$ cat config.mk
export PLATFORM = sky130hd
export DESIGN_NAME = evt_cnt_bank
export DESIGN_NICKNAME = d
export VERILOG_FILES = /design/src/rtl/evt_cnt_pkg.sv /design/src/rtl/evt_cnt_unit.sv /design/src/rtl/evt_ovf_status.sv /design/src/rtl/evt_cnt_regs.sv /design/src/rtl/evt_cnt_bank.sv
export SDC_FILE = /design/constraint.sdc
export NUM_CORES = 1
export LEC_CHECK = 0
export BUFFER_PORTS_ARGS = -buffer_cell sky130_fd_sc_hd__clkbuf_2
export CAP_MARGIN = 20
export CORE_MARGIN = 2
export CORE_UTILIZATION = 63
export CTS_CLUSTER_SIZE = 28
export DETAILED_ROUTE_END_ITERATION = 16
export GPL_TIMING_DRIVEN = 0
export PLACE_DENSITY = 0.87
export SYNTH_ARGS = -nofsm -noshare
export SYNTH_HDL_FRONTEND = slang
export SYNTH_SLANG_ARGS = --single-unit
$ cat constraint.sdc
create_clock -name clk_i -period 3.5 [get_ports clk_i]
set_clock_uncertainty 0.2 [all_clocks]
set_input_delay 0.35 -clock clk_i [delete_from_list [all_inputs] [get_ports clk_i]]
set_output_delay 0.35 -clock clk_i [all_outputs]
set_load 0.03 [all_outputs]
$ cat src/rtl/evt_cnt_pkg.sv
package evt_cnt_pkg;
  localparam int unsigned ADDR_W = 8;
  localparam int unsigned DATA_W = 32;
  localparam logic [ADDR_W-1:0] MODE_OFS = 8'h00;
  localparam logic [ADDR_W-1:0] STAT_OFS = 8'h10;
  localparam logic [ADDR_W-1:0] SEL_OFS  = 8'h20;
  localparam logic [ADDR_W-1:0] CNT_OFS  = 8'h40;
endpackage

$ cat src/rtl/evt_cnt_unit.sv
module evt_cnt_unit #(
  parameter int unsigned NUM_EVT = 8,
  parameter int unsigned CNT_W   = 32,
  parameter int unsigned SEL_W   = 8
) (
  input  logic               clk_i,
  input  logic               rst_ni,
  input  logic               en_i,
  input  logic [SEL_W-1:0]   sel_i,
  input  logic [NUM_EVT-1:0] evt_i,
  input  logic               ld_i,
  input  logic [CNT_W-1:0]   ld_val_i,
  output logic [CNT_W-1:0]   cnt_o,
  output logic               wrap_o
);
  localparam int unsigned IDX_W = (NUM_EVT > 1) ? $clog2(NUM_EVT) : 1;

  logic [CNT_W-1:0] cnt_q;
  logic             sel_ok;
  logic             inc;

  assign sel_ok = (sel_i < SEL_W'(NUM_EVT));
  assign inc    = en_i && sel_ok && evt_i[sel_i[IDX_W-1:0]];
  // a load on the same edge wins, so no wrap is reported
  assign wrap_o = inc && !ld_i && (cnt_q == {CNT_W{1'b1}});

  always_ff @(posedge clk_i or negedge rst_ni) begin
    if (!rst_ni)  cnt_q <= '0;
    else if (ld_i) cnt_q <= ld_val_i;
    else if (inc)  cnt_q <= cnt_q + 1'b1;
  end

  assign cnt_o = cnt_q;

  p_load_wins_r11: assert property (@(posedge clk_i) disable iff (!rst_ni)
    ld_i |=> cnt_q == $past(ld_val_i));
  p_halt_r6: assert property (@(posedge clk_i) disable iff (!rst_ni)
    (!en_i && !ld_i) |=> $stable(cnt_q));
  p_bad_sel_r9: assert property (@(posedge clk_i) disable iff (!rst_ni)
    (!sel_ok && !ld_i) |=> $stable(cnt_q));
  p_step_r8: assert property (@(posedge clk_i) disable iff (!rst_ni)
    (en_i && sel_ok && evt_i[sel_i[IDX_W-1:0]] && !ld_i) |=> cnt_q == $past(cnt_q) + 1'b1);
endmodule

$ cat src/rtl/evt_ovf_status.sv
module evt_ovf_status #(
  parameter int unsigned NUM_CNT = 8
) (
  input  logic               clk_i,
  input  logic               rst_ni,
  input  logic [NUM_CNT-1:0] set_i,
  input  logic [NUM_CNT-1:0] clr_i,
  output logic [NUM_CNT-1:0] flags_o,
  output logic               irq_o
);
  logic [NUM_CNT-1:0] flags_q;

  // set dominates clear
  always_ff @(posedge clk_i or negedge rst_ni) begin
    if (!rst_ni) flags_q <= '0;
    else         flags_q <= (flags_q & ~clr_i) | set_i;
  end

  assign flags_o = flags_q;
  assign irq_o   = |flags_q;

  p_set_wins_r4: assert property (@(posedge clk_i) disable iff (!rst_ni)
    (set_i != '0) |=> ((flags_q & $past(set_i)) == $past(set_i)));
  p_sticky_r3: assert property (@(posedge clk_i) disable iff (!rst_ni)
    1'b1 |=> (($past(flags_q) & ~$past(clr_i) & ~flags_q) == '0));
  p_no_spurious_r10: assert property (@(posedge clk_i) disable iff (!rst_ni)
    1'b1 |=> ((flags_q & ~$past(flags_q) & ~$past(set_i)) == '0));
endmodule

$ cat src/rtl/evt_cnt_regs.sv
module evt_cnt_regs
  import evt_cnt_pkg::*;
#(
  parameter int unsigned NUM_CNT = 8,
  parameter int unsigned CNT_W   = 32,
  parameter int unsigned SEL_W   = 8
) (
  input  logic                          clk_i,
  input  logic                          rst_ni,
  input  logic                          wr_en_i,
  input  logic [ADDR_W-1:0]             addr_i,
  input  logic [DATA_W-1:0]             wdata_i,
  output logic [DATA_W-1:0]             rdata_o,
  output logic [NUM_CNT-1:0]            mode_o,
  output logic [NUM_CNT-1:0][SEL_W-1:0] sel_o,
  output logic [NUM_CNT-1:0]            stat_clr_o,
  output logic [NUM_CNT-1:0]            cnt_we_o,
  input  logic [NUM_CNT-1:0][CNT_W-1:0] cnt_val_i,
  input  logic [NUM_CNT-1:0]            flags_i
);
  localparam int unsigned FPW       = DATA_W / SEL_W;
  localparam int unsigned SEL_WORDS = (NUM_CNT + FPW - 1) / FPW;

  logic [NUM_CNT-1:0]            mode_q;
  logic [NUM_CNT-1:0][SEL_W-1:0] sel_q;
  logic                          mode_we;
  logic [SEL_WORDS-1:0]          sel_we;

  assign mode_we    = wr_en_i && (addr_i == MODE_OFS);
  assign stat_clr_o = (wr_en_i && (addr_i == STAT_OFS)) ? wdata_i[NUM_CNT-1:0] : '0;

  always_ff @(posedge clk_i or negedge rst_ni) begin
    if (!rst_ni)      mode_q <= '0;
    else if (mode_we) mode_q <= wdata_i[NUM_CNT-1:0];
  end

  for (genvar w = 0; w < SEL_WORDS; w++) begin : g_sel_word
    assign sel_we[w] = wr_en_i && (addr_i == ADDR_W'(SEL_OFS + 4*w));
    for (genvar f = 0; f < FPW; f++) begin : g_field
      if (w*FPW + f < NUM_CNT) begin : g_live
        always_ff @(posedge clk_i or negedge rst_ni) begin
          if (!rst_ni)        sel_q[w*FPW+f] <= '1;
          else if (sel_we[w]) sel_q[w*FPW+f] <= wdata_i[f*SEL_W +: SEL_W];
        end
      end
    end
  end

  for (genvar n = 0; n < NUM_CNT; n++) begin : g_cnt_we
    assign cnt_we_o[n] = wr_en_i && (addr_i == ADDR_W'(CNT_OFS + 4*n));
  end

  always_comb begin
    rdata_o = '0;
    if (addr_i == MODE_OFS) rdata_o[NUM_CNT-1:0] = mode_q;
    if (addr_i == STAT_OFS) rdata_o[NUM_CNT-1:0] = flags_i;
    for (int w = 0; w < SEL_WORDS; w++) begin
      if (addr_i == ADDR_W'(SEL_OFS + 4*w)) begin
        rdata_o = '1;
        for (int f = 0; f < FPW; f++)
          if (w*FPW + f < NUM_CNT) rdata_o[f*SEL_W +: SEL_W] = sel_q[w*FPW+f];
      end
    end
    for (int n = 0; n < NUM_CNT; n++)
      if (addr_i == ADDR_W'(CNT_OFS + 4*n)) rdata_o[CNT_W-1:0] = cnt_val_i[n];
  end

  assign mode_o = mode_q;
  assign sel_o  = sel_q;

  p_mode_write_r6: assert property (@(posedge clk_i) disable iff (!rst_ni)
    mode_we |=> mode_o == $past(wdata_i[NUM_CNT-1:0]));
  p_one_cnt_we_r1: assert property (@(posedge clk_i) disable iff (!rst_ni)
    $onehot0(cnt_we_o));
endmodule

$ cat src/rtl/evt_cnt_bank.sv
module evt_cnt_bank
  import evt_cnt_pkg::*;
#(
  parameter int unsigned NUM_CNT = 8,
  parameter int unsigned CNT_W   = 32,
  parameter int unsigned SEL_W   = 8
) (
  input  logic               clk_i,
  input  logic               rst_ni,
  input  logic               wr_en_i,
  input  logic [ADDR_W-1:0]  addr_i,
  input  logic [DATA_W-1:0]  wdata_i,
  output logic [DATA_W-1:0]  rdata_o,
  input  logic [NUM_CNT-1:0] evt_i,
  output logic               irq_o
);
  logic [NUM_CNT-1:0]            mode;
  logic [NUM_CNT-1:0][SEL_W-1:0] sel;
  logic [NUM_CNT-1:0]            stat_clr;
  logic [NUM_CNT-1:0]            cnt_we;
  logic [NUM_CNT-1:0][CNT_W-1:0] cnt_val;
  logic [NUM_CNT-1:0]            wrap;
  logic [NUM_CNT-1:0]            flags;

  evt_cnt_regs #(.NUM_CNT(NUM_CNT), .CNT_W(CNT_W), .SEL_W(SEL_W)) u_regs (
    .clk_i, .rst_ni, .wr_en_i, .addr_i, .wdata_i, .rdata_o,
    .mode_o(mode), .sel_o(sel), .stat_clr_o(stat_clr), .cnt_we_o(cnt_we),
    .cnt_val_i(cnt_val), .flags_i(flags)
  );

  for (genvar n = 0; n < NUM_CNT; n++) begin : g_cnt
    evt_cnt_unit #(.NUM_EVT(NUM_CNT), .CNT_W(CNT_W), .SEL_W(SEL_W)) u_unit (
      .clk_i, .rst_ni,
      .en_i(mode[n]), .sel_i(sel[n]), .evt_i(evt_i),
      .ld_i(cnt_we[n]), .ld_val_i(wdata_i[CNT_W-1:0]),
      .cnt_o(cnt_val[n]), .wrap_o(wrap[n])
    );
  end

  evt_ovf_status #(.NUM_CNT(NUM_CNT)) u_status (
    .clk_i, .rst_ni, .set_i(wrap), .clr_i(stat_clr), .flags_o(flags), .irq_o
  );

  p_irq_drop_r5: assert property (@(posedge clk_i) disable iff (!rst_ni)
    $fell(irq_o) |-> $past(wr_en_i && (addr_i == STAT_OFS)));
  p_irq_rise_r10: assert property (@(posedge clk_i) disable iff (!rst_ni)
    $rose(irq_o) |-> $past(|evt_i));
endmodule

==> metrics, run 1 <==
die area=about 35000 um^2; period utilization=102%; crit-path max cell delay=0.64 ns; reg-to-reg critical path endpoint=g_cnt[6].u_unit.cnt_o[30]$_DFFE_PN0P_; failing checks=negative setup slack; non-filler cells, final=roughly 3000; outcome=finished with violations; first-pass GRT wire length=about 130000 um; final max-slew violation count=0; CP most frequent cell=clkbuf_2; Post-Syn Nets=2487; RSZ-0062 raised after global routing=true; Synth warnings=0; pre-CTS WS=-0.628 ns; critical path class=in -> out; syn avg cell area=~8.8 um^2; worst-path maximum fanout=10; CP Cell Sequence=clkbuf_2, nor4b_2, nand2_1, clkbuf_1, o22ai_1, nor2_1, nor3_1, clkbuf_2; largest net degree at the start of global routing=around 100; reg2reg start=u_regs.sel_o[48]$_DFFE_PN1P_; Synth cell types=76; IO Pins=between 80 and 90; Die Height=between 150 and 200 um; top_reg_cell synth=dfrtp_1; WL per Instance=a little under 30 um; slew of the pin with the lowest slew margin=about 1.3 ns; leakage power=between 9 and 10 nW; HPWL Detailed=approximately 65000 um; DRT Wirelength=just under 90000 um; Cells after Synth=2428; Hold WC Path Type=in -> async; antenna violations before repair=0; slowest CP cell=nor4b_2; Die Width=188 um; final count of hold timing violations=0; Placed Cells=2942; Mapped Area=about 21000 um^2; Worst R2R Path Depth=8; post-layout min period=about 3.6 ns; Initial Utilization=between 60 and 70%; CTS Buf Count=40; post-synthesis sequential area ratio=roughly 40%; GRT overflow=0; Core ar.=roughly 33000 um^2; GR Util All Layers=roughly half; Via Count=between 20000 and 25000; Worst Path Required=between 2 and 3 ns; reg-to-reg setup timing slack=0.03 ns; Layout Nets=~2600; Initial DRT Pass Iterations=8; Clock Tree Buf Depth=3; number of synthesized flops with an enable pin=0; Max-Cap Viols=0; clock slew at reported path FFs=0.06 ns; First DRT Iteration DRCs=approximately 3300; site row count=between 60 and 70; Vias/cell=roughly 7; power per standard cell area=between 400 and 500 nW/um^2; Clock Latency Late Sink=~0.58 ns; Final setup viols=2; clk sink count=~340; max frequency=about 280 MHz; Top Family by Delay on Critical Path=simple AND/OR/NAND/NOR gates; worst relative slew slack=around 14%; #FFs+latches synth=between 300 and 400; CTS root buffer=clkbuf_16; gpl congestion=1.10; TritonCTS clock tree=yes; worst path bufs/invs=3; critical path data arrival time=around 3 ns; setup ws final=-0.0564 ns; Detail Route Antenna Nets=0; CP endpoint kind=output port; Port-buffer cells=58; H-tree depth=2; critical path launch point type=input port; share of cells above drive strength 1=approximately 16%; fraction of registers with async set or reset after synthesis=100%; drt drc=0; Util after Layout=between 70% and 80%; area delta synth->final=11.6%; vias in the first global route=approximately 20000; Max VDD drop=around 400 uV
[cells in the mapped netlist, types with 34 or more instances]
cell / count / area, um^2
nor2_1: 306 / 1150
dfrtp_1: 272 / 6810
a21oi_1: 214 / 1070
nand2_1: 188 / 706
clkbuf_1: 141 / 529
mux2_2: 127 / 1430
xnor2_1: 120 / 1050
xor2_1: 120 / 1050
nand3_1: 106 / 531
o21ai_0: 100 / 500
nand4_1: 83 / 519
nor3_1: 75 / 375
dfstp_2: 64 / 1680
mux2i_1: 52 / 521
and3_1: 49 / 307
a22oi_1: 48 / 360
o22ai_1: 34 / 213
[stage by stage]
| step | hold slack, ns | instance area [um^2] | TNS (ns) | total power, mW |
|---|---|---|---|---|
| CTS | 0.149 | 23700 | 0 | 10.3 |
| detailed placement | 0.227 | 22300 | -13.73 | 6.24 |
| global placement | 0.359 | 22200 | -1663.53 | 6.15 |
| floorplan | -0.146 | 21300 | 0 | 5.57 |
| global route | 0.185 | 23800 | -0.00802 | 10.7 |
| finish | 0.178 | 23800 | -0.0812 | 10.4 |
[cell usage in the layout (no fill, tap or decap), types with 34 or more instances in the layout]
master and count:
nor2_1 306, dfrtp_1 272, a21oi_1 213, nand2_1 188, clkbuf_1 134, mux2_2 127
xnor2_1 120, xor2_1 120, nand3_1 105, o21ai_0 100, nand4_1 83, clkbuf_2 74
nor3_1 73, dfstp_2 64, mux2i_1 52, and3_1 49, a22oi_1 48, clkbuf_16 42
o22ai_1 34
[repair_timing]
item | 4_1_cts | 5_1_grt
endpoints found under the setup margin | 38 | 38
pin swaps | 1 | 1
hold buffers | 9 | 0
resized for setup | 19 | 32
cloned | 0 | 0
endpoints found under the hold margin | 83 | 0
setup buffers | 2 | 2
[state kept, by name, summed over array words and instances (netlist names)]
| signal | count |
|---|---|
| g_cnt.u_unit.cnt_o | 256 |
| u_regs.sel_o | 64 |
| u_regs.mode_o | 8 |
| u_status.flags_o | 8 |
[worst max-delay path by stage]
stage,start,slack [ns],endpoint,cells after the start
floorplan,addr_i[3],0.33,rdata_o[7],8
detailed placement,addr_i[2],-0.63,rdata_o[4],10
finish,addr_i[7],-0.06,rdata_o[3],8
CTS,addr_i[2],0.002,rdata_o[3],9
global route,addr_i[6],-0.005,rdata_o[2],8
global placement,rst_ni,-5.39,g_cnt[6].u_unit.cnt_o[21]$_DFFE_PN0P_,1
[routing by layer]
layer	GRT usage, %	vias up	share of wire, %
met2	68.0	1891	40
met3	17.1	408	15
met4	31.9	0	7.6
met1	66.4	10500	37
li1	-	8947	-
met5	0	-	0
[cell families (layout without fill, tap and decap cells)]
kind of cell / count (synthesis) / in the layout / synth area share [%]
buffers and inverters: 206 / 355 / 3.79
AOI/OAI and AO/OA: 494 / 494 / 13.9
muxes: 186 / 186 / 9.84
adders and majority gates: 8 / 8 / 0.470
xor gates and xnor gates: 240 / 240 / 9.87
other: 0 / 2 / 0
and+or+nand+nor: 958 / 958 / 22.3
DFF: 336 / 336 / 39.8
[final cells by class]
type | count | area [um^2]
repair buffers | 81 | 542
clock buffers | 61 | 1170
clock inverters | 11 | 87.6
multi-input cells | 1886 | 12100
plain buffers | 171 | 713
fillers | 2581 | 9670
diodes | 2 | 5.00
well taps | 448 | 561
flip-flops and latches | 336 | 8490
inverters | 31 | 116
[worst reg2reg max path, stage by stage, from the launching register on]
cell and delay, ns:
dfstp_2 0.52, clkbuf_2 0.27, mux2_2 0.40, o311ai_2 0.66, or3_1 0.21, clkbuf_1 0.58
or3b_2 0.28, xnor2_1 0.11, a21oi_1 0.08
[power breakdown]
part,internal [mW],switching (mW)
Combinational,0.580,0.876
Sequential,4.27,0.569
Clock,2.39,1.76
Total,7.23,3.20
Power figures use the tool's default switching activity.
==> run 2, diff against run 1 <==
==> constraint.sdc (replaced) <==
create_clock -name clk_i -period 3.5 [get_ports clk_i]
set_clock_uncertainty 0.2 [all_clocks]
set_input_delay 0.35 -clock clk_i [delete_from_list [all_inputs] [get_ports clk_i]]
set_output_delay 0.35 -clock clk_i [all_outputs]
set_load 0.05 [all_outputs]
==> run 2 against run 1 <==
  * The flow still finishes with violations (negative setup slack)
  * Worst hold slack worse by 0.093 ns
  * Sequential power is 1% higher
  * Combinational power is 8% higher
  * Non-clock buffer count is 15 higher
  * Clock power hardly changed
  * Sequential share of layout area is 0.49 points lower
  * Critical path depth stayed put
  * Critical endpoint is now rdata_o[1]
==> metrics, run 2 (synthesis results as in run 1) <==
die area=35300 um^2 (unchanged); CP endpoint kind=output port (unchanged); failing checks=negative setup slack (unchanged); largest net degree at the start of global routing=113 (was 103); site row count=67 (unchanged); leakage power=9.65 nW (was 9.56 nW); final max-slew violation count=0 (unchanged); share of cells above drive strength 1=16.4% (was 16.0%); Vias/cell=7.11 (was 7.17); fin area=24100 um^2 (was 23800 um^2); DRT Wirelength=91700 um (was 87800 um); H-tree depth=2 (unchanged); antenna violations before repair=5 (was 0); clk sink count=336 (unchanged); Util after Layout=72.1% (was 71.1%); clock slew at reported path FFs=0.06 ns (about the same); Detail Route Antenna Nets=0 (unchanged); Clock Tree Buf Depth=3 (unchanged); HPWL Detailed=67800 um (was 65000 um); worst relative slew slack=14.3% (was 14.4%); Initial Utilization=63.7% (unchanged); CTS Buf Count=39 (was 40); IO Pins=84 (unchanged); Port-buffer cells=58 (unchanged); max FFs per register=256 (unchanged); pre-CTS WS=-0.846 ns (was -0.628 ns); setup ws final=-0.0644 ns (was -0.0564 ns); Layout Nets=2620 (was 2606); TritonCTS clock tree=yes (unchanged); Clock Latency Late Sink=0.59 ns (was 0.58 ns); FILL cells=2512 (was 2581); GRT overflow=0 (unchanged); Worst R2R Path Depth=6 (was 8); GR Util All Layers=51.8% (was 49.5%); First DRT Iteration DRCs=3825 (was 3328); Initial DRT Pass Iterations=8 (unchanged); area delta synth->final=13.2% (was 11.6%); worst hold path endpoint=g_cnt[3].u_unit.cnt_o[13]$_DFFE_PN0P_; Max VDD drop=515 uV (was 401 uV); power per standard cell area=439 nW/um^2 (about the same); CTS root buffer=clkbuf_16 (unchanged); worst-path maximum fanout=10 (unchanged); drt drc=0 (unchanged); reg2reg start=u_regs.sel_o[55]$_DFFE_PN1P_ (was u_regs.sel_o[48]$_DFFE_PN1P_); Hold WC Path Type=in -> reg (was in -> async); max frequency=281 MHz (about the same); vias in the first global route=20400 (was 20600); reg-to-reg critical path endpoint=g_cnt[6].u_unit.cnt_o[17]$_DFFE_PN0P_ (was g_cnt[6].u_unit.cnt_o[30]$_DFFE_PN0P_); Core ar.=33400 um^2 (unchanged); gpl congestion=1.10 (about the same); Final setup viols=7 (was 2); Placed Cells=2956 (was 2942); Die Height=188 um (unchanged); first-pass GRT wire length=134000 um (was 129000 um); Tot Pwr=10.6 mW (was 10.4 mW); outcome=finished with violations (unchanged); reg-to-reg setup timing slack=0.20 ns (was 0.03 ns); post-layout min period=3.56 ns (about the same); hold path cells=3; Max-Cap Viols=0 (unchanged); Min-Delay Startpoint=wdata_i[13]; period utilization=102% (about the same); most common cell after layout, fill and taps aside=nor2_1 (unchanged); Die Width=188 um (unchanged); slew of the pin with the lowest slew margin=1.29 ns (was 1.28 ns); critical path data arrival time=3.01 ns (about the same); CP Launch Point=addr_i[6] (was addr_i[7]); Via Count=21600 (was 21700); critical path launch point type=input port (unchanged); Cell Area, Placed=22600 um^2 (was 22300 um^2); non-filler cells, final=3041 (was 3027); WL per Instance=30.2 um (was 29.0 um); critical path class=in -> out (unchanged); final count of hold timing violations=0 (unchanged); most frequent cells in the layout=nor2_1 (306), dfrtp_1 (272), a21oi_1 (212), nand2_1 (188), clkbuf_1 (138) (was nor2_1 (306), dfrtp_1 (272), a21oi_1 (213), nand2_1 (188), clkbuf_1 (134)); Worst Path Required=2.95 ns (about the same)
run 2: cell count changes in the layout (fill, tap and decap cells not counted), moves of 3 or more:
cell / delta
buf_8: +11
buf_2: -3
clkbuf_8: +3
clkbuf_2: -12
mux2i_1: -4
clkbuf_4: +5
clkbuf_16: -3
clkinv_2: -6
clkbuf_1: +4
buf_16: +4
mux2i_2: +4
run 2: metrics by stage:
stage | TNS [ns] | hold WS [ns]
after floorplan | 0 | -0.146
after global placement | -1661.27 | 0.315
after detailed placement | -16.21 | -0.00931
after CTS | -0.0305 | 0.0546
after global routing | -0.00548 | 0.0977
final | -0.182 | 0.0846
run 2: worst max-delay path: stages:
cell,delay [ns]
clkbuf_2,0.12
buf_2,0.21
or4b_2,0.85
nor2_1,0.21
a21oi_1,0.09
o21ai_0,0.49
a221o_1,0.37
clkbuf_2,0.33
run 2: worst max path at each step:
stage / slack, ns / depth (start not counted) / to
6_report: -0.06 / 8 / rdata_o[1]
5_1_grt: -0.005 / 11 / rdata_o[30]
4_1_cts: -0.03 / 7 / rdata_o[4]
3_5_place_dp: -0.85 / 10 / rdata_o[4]
3_3_place_gp: -5.37 / 1 / g_cnt[7].u_unit.cnt_o[19]$_DFFE_PN0P_
2_1_floorplan: 0.05 / 8 / rdata_o[3]
run 2: area by class of cell:
type / instances / area [um^2] / share of cell area, %
multi-input combinational: 1886 / 12100 / 50.3
sequential: 336 / 8490 / 35.2
clock buffer: 60 / 1120 / 4.67
timing repair buffer: 95 / 845 / 3.50
buffer: 172 / 721 / 2.99
tap: 448 / 561 / 2.33
inverter: 31 / 116 / 0.483
clock inverter: 9 / 111 / 0.462
antenna: 4 / 10.0 / 0.0415
run 2: repair_timing:
action	in CTS	in global routing
hold buffers	10	0
gates resized for setup	33	29
endpoints found under the hold margin	208	0
pin swaps	1	0
endpoints found under the setup margin	32	28
buffers inserted	3	0
run 2: routing by layer:
metal,up-vias,wire length [um],global-route usage (%)
li1,8958,-,-
met1,10400,32800,69.9
met2,1863,35900,69.2
met3,420,16000,21.2
met4,4,6960,31.7
met5,-,27,0
run 2: where the power goes:
group | switching [mW] | internal, mW
combinational | 0.947 | 0.619
clock | 1.76 | 2.36
sequential | 0.623 | 4.26
total | 3.33 | 7.25
